==> config.mk <==
export PLATFORM = sky130hd
export DESIGN_NAME = rom_bus_responder
export DESIGN_NICKNAME = d
export VERILOG_FILES = /design/src/rtl/rom_resp_pkg.sv /design/src/rtl/rom_cfg_reg.sv /design/src/rtl/rom_access_qual.sv /design/src/rtl/rom_word_array.sv /design/src/rtl/rom_xfer_seq.sv /design/src/rtl/rom_bus_responder.sv
export SDC_FILE = /design/constraint.sdc
export NUM_CORES = 1
export LEC_CHECK = 0
export BUFFER_PORTS_ARGS = -buffer_cell sky130_fd_sc_hd__buf_2
export CAP_MARGIN = 20
export CORE_MARGIN = 1
export CORE_UTILIZATION = 40
export CTS_CLUSTER_SIZE = 8
export DETAILED_ROUTE_END_ITERATION = 8
export SYNTH_ARGS = -nofsm -noshare
export SYNTH_HDL_FRONTEND = slang
export SYNTH_HIERARCHICAL = 1
export SYNTH_SLANG_ARGS = --single-unit
==> constraint.sdc <==
create_clock -name clk -period 10.35 [get_ports clk]
set_input_delay 0 -clock clk [delete_from_list [all_inputs] [get_ports clk]]
set_output_delay 0 -clock clk [all_outputs]
set_load 0.02 [all_outputs]
==> src/rtl/rom_resp_pkg.sv <==
package rom_resp_pkg;

    localparam int CNT_W = 4;

    typedef enum logic [1:0] {
        SZ_BYTE = 2'b00,
        SZ_WORD = 2'b01,
        SZ_LONG = 2'b10,
        SZ_RSVD = 2'b11
    } xfer_size_e;

    typedef struct packed {
        logic       lock;
        logic [1:0] space;
        logic [1:0] wt;
    } cfg_t;

    // clocks per transfer minus one: two clocks per bus cycle
    function automatic logic [CNT_W-1:0] wait_to_clocks_m1(input logic [1:0] code);
        logic [CNT_W-1:0] r;
        case (code)
            2'b00:   r = 4'd5;
            2'b01:   r = 4'd7;
            2'b10:   r = 4'd9;
            default: r = 4'd3;
        endcase
        return r;
    endfunction

endpackage

==> src/rtl/rom_cfg_reg.sv <==
module rom_cfg_reg
    import rom_resp_pkg::*;
#(
    parameter logic [1:0] SPACE_RST = 2'b00,
    parameter logic [1:0] WAIT_RST  = 2'b00
) (
    input  logic       clk,
    input  logic       rst_n,
    input  logic       wr,
    input  logic [4:0] wdata,
    output cfg_t       cfg
);
    cfg_t cfg_d, cfg_q;

    always_comb begin
        cfg_d = cfg_q;
        if (wr && !cfg_q.lock) begin
            cfg_d = cfg_t'(wdata);
        end
    end

    always_ff @(posedge clk) begin
        if (!rst_n) begin
            cfg_q <= '{lock: 1'b0, space: SPACE_RST, wt: WAIT_RST};
        end else begin
            cfg_q <= cfg_d;
        end
    end

    assign cfg = cfg_q;
endmodule

==> src/rtl/rom_access_qual.sv <==
module rom_access_qual (
    input  logic [2:0] fc,
    input  logic [1:0] space,
    output logic       permitted
);
    logic is_super, is_prog, is_data;

    always_comb begin
        is_super = fc[2];
        is_prog  = (fc[1:0] == 2'b10);
        is_data  = (fc[1:0] == 2'b01);
        case (space)
            2'b00:   permitted = is_prog | is_data;
            2'b01:   permitted = (is_prog | is_data) & is_super;
            2'b10:   permitted = is_prog;
            default: permitted = is_prog & is_super;
        endcase
    end
endmodule

==> src/rtl/rom_word_array.sv <==
module rom_word_array #(
    parameter int          WADDR_W = 11,
    parameter logic [15:0] MULT    = 16'h9E37,
    parameter logic [15:0] SEED    = 16'h3C5A
) (
    input  logic [WADDR_W-1:0] waddr,
    output logic [15:0]        word
);
    logic [31:0] prod;

    always_comb begin
        prod = 32'(waddr) * 32'(MULT) + 32'(SEED);
        word = prod[15:0];
    end
endmodule

==> src/rtl/rom_xfer_seq.sv <==
module rom_xfer_seq
    import rom_resp_pkg::*;
#(
    parameter int WADDR_W = 11
) (
    input  logic               clk,
    input  logic               rst_n,
    input  logic               start,
    input  logic               start_err,
    input  logic               is_long,
    input  logic               is_byte,
    input  logic               byte_lo,
    input  logic [WADDR_W-1:0] waddr_in,
    input  logic [CNT_W-1:0]   cnt_init,
    output logic               busy,
    output logic               ack,
    output logic               addr_err,
    output logic [WADDR_W-1:0] cur_waddr,
    output logic               lane_byte,
    output logic               lane_lo
);
    typedef struct packed {
        logic               busy;
        logic               second;
        logic               is_long;
        logic               is_byte;
        logic               byte_lo;
        logic               err;
        logic [CNT_W-1:0]   cnt;
        logic [CNT_W-1:0]   reload;
        logic [WADDR_W-1:0] waddr;
    } seq_t;

    seq_t s_d, s_q;

    always_comb begin
        s_d     = s_q;
        s_d.err = 1'b0;
        if (!s_q.busy) begin
            if (start) begin
                s_d.busy    = 1'b1;
                s_d.second  = 1'b0;
                s_d.is_long = is_long;
                s_d.is_byte = is_byte;
                s_d.byte_lo = byte_lo;
                s_d.cnt     = cnt_init;
                s_d.reload  = cnt_init;
                s_d.waddr   = waddr_in;
            end else if (start_err) begin
                s_d.err = 1'b1;
            end
        end else if (s_q.cnt == '0) begin
            if (s_q.is_long && !s_q.second) begin
                s_d.second = 1'b1;
                s_d.cnt    = s_q.reload;
                s_d.waddr  = s_q.waddr + 1'b1;
            end else begin
                s_d.busy = 1'b0;
            end
        end else begin
            s_d.cnt = s_q.cnt - 1'b1;
        end
    end

    always_ff @(posedge clk) begin
        if (!rst_n) begin
            s_q <= '0;
        end else begin
            s_q <= s_d;
        end
    end

    assign busy      = s_q.busy;
    assign ack       = s_q.busy && (s_q.cnt == '0);
    assign addr_err  = s_q.err;
    assign cur_waddr = s_q.waddr;
    assign lane_byte = s_q.is_byte;
    assign lane_lo   = s_q.byte_lo;
endmodule

==> src/rtl/rom_bus_responder.sv <==
module rom_bus_responder
    import rom_resp_pkg::*;
#(
    parameter int          ADDR_W    = 12,
    parameter logic [1:0]  SPACE_RST = 2'b00,
    parameter logic [1:0]  WAIT_RST  = 2'b00,
    parameter logic [15:0] ROM_MULT  = 16'h9E37,
    parameter logic [15:0] ROM_SEED  = 16'h3C5A
) (
    input  logic              clk,
    input  logic              rst_n,
    input  logic              cfg_wr,
    input  logic [4:0]        cfg_wdata,
    output logic [4:0]        cfg_rdata,
    input  logic              req,
    input  logic [2:0]        fc,
    input  logic [1:0]        size,
    input  logic [ADDR_W-1:0] addr,
    output logic              ack,
    output logic              addr_err,
    output logic              data_oe,
    output logic [15:0]       rdata
);
    localparam int WADDR_W = ADDR_W - 1;

    cfg_t               cfg;
    logic               permitted, busy, aligned, take, start, start_err;
    logic               lane_byte, lane_lo;
    logic [WADDR_W-1:0] cur_waddr;
    logic [15:0]        word;
    xfer_size_e         sz;

    rom_cfg_reg #(.SPACE_RST(SPACE_RST), .WAIT_RST(WAIT_RST)) u_cfg (
        .clk(clk), .rst_n(rst_n), .wr(cfg_wr), .wdata(cfg_wdata), .cfg(cfg)
    );

    rom_access_qual u_qual (.fc(fc), .space(cfg.space), .permitted(permitted));

    always_comb begin
        sz        = xfer_size_e'(size);
        aligned   = (sz == SZ_BYTE) || !addr[0];
        take      = req && !busy && permitted && (sz != SZ_RSVD);
        start     = take && aligned;
        start_err = take && !aligned;
    end

    rom_xfer_seq #(.WADDR_W(WADDR_W)) u_seq (
        .clk(clk), .rst_n(rst_n),
        .start(start), .start_err(start_err),
        .is_long(sz == SZ_LONG), .is_byte(sz == SZ_BYTE), .byte_lo(addr[0]),
        .waddr_in(addr[ADDR_W-1:1]), .cnt_init(wait_to_clocks_m1(cfg.wt)),
        .busy(busy), .ack(ack), .addr_err(addr_err),
        .cur_waddr(cur_waddr), .lane_byte(lane_byte), .lane_lo(lane_lo)
    );

    rom_word_array #(.WADDR_W(WADDR_W), .MULT(ROM_MULT), .SEED(ROM_SEED)) u_rom (
        .waddr(cur_waddr), .word(word)
    );

    always_comb begin
        rdata = 16'h0000;
        if (busy) begin
            if (!lane_byte)   rdata = word;
            else if (lane_lo) rdata = {8'h00, word[7:0]};
            else              rdata = {word[15:8], 8'h00};
        end
    end

    assign data_oe   = busy;
    assign cfg_rdata = cfg;
endmodule

==> run metrics <==
status completed; Most used DFF post-synth dfxtp_1; vias in the first global route between 3000 and 4000; top cell type's share of synthesized area 18.7%; sequential fraction of the synthesis area roughly 14%; WP data required 10350 ps; TNS Setup 0 ps; Crit path arrival time just over 5000 ps; GR Overflow Total 0; final worst slack 5260 ps; initial antenna violation count 0; CP cell instances inv_1, ha_1, inv_1, fa_1, fa_1, fa_1, fa_1, inv_1, ha_1, and3_1, nand3_1, o211ai_1, a41o_1, a31o_1, xnor2_1, and2_1, buf_2; Layout fillers 1012; WL/cell 13.4 µm; synth top area cells ha_1 19%, fa_1 17%, dfxtp_1 14%, inv_1 8.4%, xnor2_1 4.4%; CP max FO 9; grt met1 use 21.2%; worst min-delay path category input pin to flop; FP Rows 36; CTS Buf Count 5; Core Area 0.00991 mm²; GRT Total Usage between 10% and 20%; drt pass-1 iters 4; CP Launch Type flop; grt met2 use 31.7%; Die X 104 µm; nets about 660; total of max-cap violations 0; DP HPWL 7.08 mm; fin crit share 49.2%; peak supply drop 0.0000735 V; Period minus WS final 5090 ps; Clock Path Buffers 2; drt total wl approximately 9 mm; final count of pins violating max slew 0; post-synthesis cell count 489; crit path kind flop to output pin; H-Tree Depth 2; worst slew pin tran around 960 ps; I/O Buffers 49; layout cells sized above 1 13.5%; switching part of the total roughly two fifths; Mapped Area around 0.0042 mm²; number of buffers added for setup after CTS 0; CP max stage delay 540 ps; synthesis-stage register bit count 30; commonest non-fill, non-tap cell in the layout inv_1; combinational share of power roughly 50%; slew margin rel. 35.7%; Setup crit end kind output pin; FMAX 196 MHz; RSZ-0062 raised after global routing no; Syn Area/Cell 8.49 µm²; Final Hold Viols 0; First DRT Iteration DRCs around 170; Worst path slowest cell fa_1; worst skew pair latency approximately 280 ps; FFs w/ async S/R, synth 0%; diodes inserted 0; Post-synth EDFFs 0; DRC Markers 0; P_int between 0.2 and 0.3 mW; Synth-to-Final Area Change 12.0%; P_leak 2.30 nW; GRT Max-Usage Layer met2; # setup viols final 0; I/O pin count 50; most frequent cells in the layout 93 x inv_1, 62 x ha_1, 49 x buf_2; clock share of power 20.8%; Sink Count 30; global placer's final weighted congestion 0.851; Most common cell on crit path fa_1; effective utilization at floorplan 41.9%; die footprint 0.0108 mm²; post-synth cell types 59; NetSw 0.196 mW; global-route met3 utilization 3.26%; clock slew at reported path FFs 70 ps; pwr dens 104 mW/mm²; post-route ant nets 0; worst slack at placement 5530 ps; CTS root buf clkbuf_8; chip height 104 µm; largest net degree at the start of global routing 33; Ys Warns 6; post-synthesis cell type with the largest combined area ha_1; wire length of the first global-routing pass 15.3 mm; vias per cell 4.97; Vias 3319; Reg power frac 28.2%; CTS tree built; clk_skew 4.97 ps
==> power by group through the flow <==
stage,registers [mW],clock network [mW],logic (mW)
5_1_grt,0.138,0.107,0.282
6_report,0.136,0.101,0.246
2_1_floorplan,0.132,0,0.199
4_1_cts,0.136,0.103,0.250
3_3_place_gp,0.138,0,0.239
3_5_place_dp,0.139,0,0.245
==> cells by family after synthesis <==
kind of cell,Yosys count,share of synthesized area (%)
and+or+nand+nor,125,16.5
DFF,30,14.5
other,1,0.0903
adders and majority gates,99,36.3
buffers and inverters,120,12.1
xor gates and xnor gates,29,6.12
muxes,8,1.99
AOI/OAI and AO/OA,77,12.4
==> layer usage <==
| layer | part of all wire [%] | vias up |
|---|---|---|
| li1 | - | 1677 |
| met1 | 45 | 1555 |
| met2 | 50 | 82 |
| met3 | 4.4 | 5 |
| met4 | 0.64 | 0 |
| met5 | 0 | - |
==> path summary, 6_finish.rpt <==
| kind | from | to | slack (ps) | cells past startpoint |
|---|---|---|---|---|
| worst min-delay path | size[0] | u_seq/lane_byte | 30 | 4 |
| worst max-delay path | u_seq/cur_waddr[9] | rdata[15] | 5260 | 17 |
| worst min register to register | u_seq/s_q[12] | u_seq/s_q[12] | 460 | 2 |
| worst max register to register | u_cfg/cfg[3] | u_seq/cur_waddr[10] | 7510 | 8 |
==> Yosys cell counts, drive strengths merged, types with 3 or more instances <==
cell type	n
a211oi	3
a21o	5
a21oi	26
a31oi	7
and2	11
and2b	3
and3	13
buf	18
clkbuf	8
dfxtp	30
fa	36
ha	62
inv	94
mux2i	6
nand2	46
nand2b	5
nand3	6
nand4	3
nor2	11
nor2b	5
nor3	4
nor3b	4
o211ai	4
o21ai	14
or3	6
xnor2	21
xor2	8
==> stage by stage <==
step	instance area, µm²	power, mW	instances	util (%)	hold WS, ps
2_1_floorplan	4160	0.332	490	-	136
3_3_place_gp	4420	0.378	647	44.6	242
3_5_place_dp	4420	0.383	647	44.6	248
4_1_cts	4650	0.489	668	46.9	24.8
5_1_grt	4650	0.527	668	46.9	43.1
6_report	4650	0.483	668	46.9	32.5
==> state kept, by name, summed over array words and instances, names as in the netlist <==
| signal | count |
|---|---|
| u_cfg/cfg | 5 |
| u_seq/addr_err | 1 |
| u_seq/lane_lo | 1 |
| u_seq/lane_byte | 1 |
| u_seq/busy | 1 |
| u_seq/cur_waddr | 11 |
| u_seq/s_q | 10 |
==> critical path, delay by kind of cell, from the launching register on <==
kind,cells,cell delay (ps)
AOI/OAI and AO/OA,3,580
xor gates and xnor gates,1,110
adders and majority gates,6,2790
and+or+nand+nor,3,420
buffers and inverters,4,420
DFF,1,500
==> layout make-up <==
type                            count  area (µm²)  area share (%)
Sequential cell                    30         601            12.9
Tap cell                          133         166            3.58
Inverter                           94         353            7.59
Clock buffer                        6        82.6            1.78
Multi-Input combinational cell    340        3050            65.6
Timing Repair Buffer               63         383            8.24
Clock inverter                      2        12.5           0.269
==> repair_timing <==
| action | in CTS | in global routing |
|---|---|---|
| hold buffers | 13 | 0 |
| hold endpoints to repair | 12 | 0 |
| resized for setup | 0 | 0 |
Note: power is estimated with default switching activity, not from simulation.
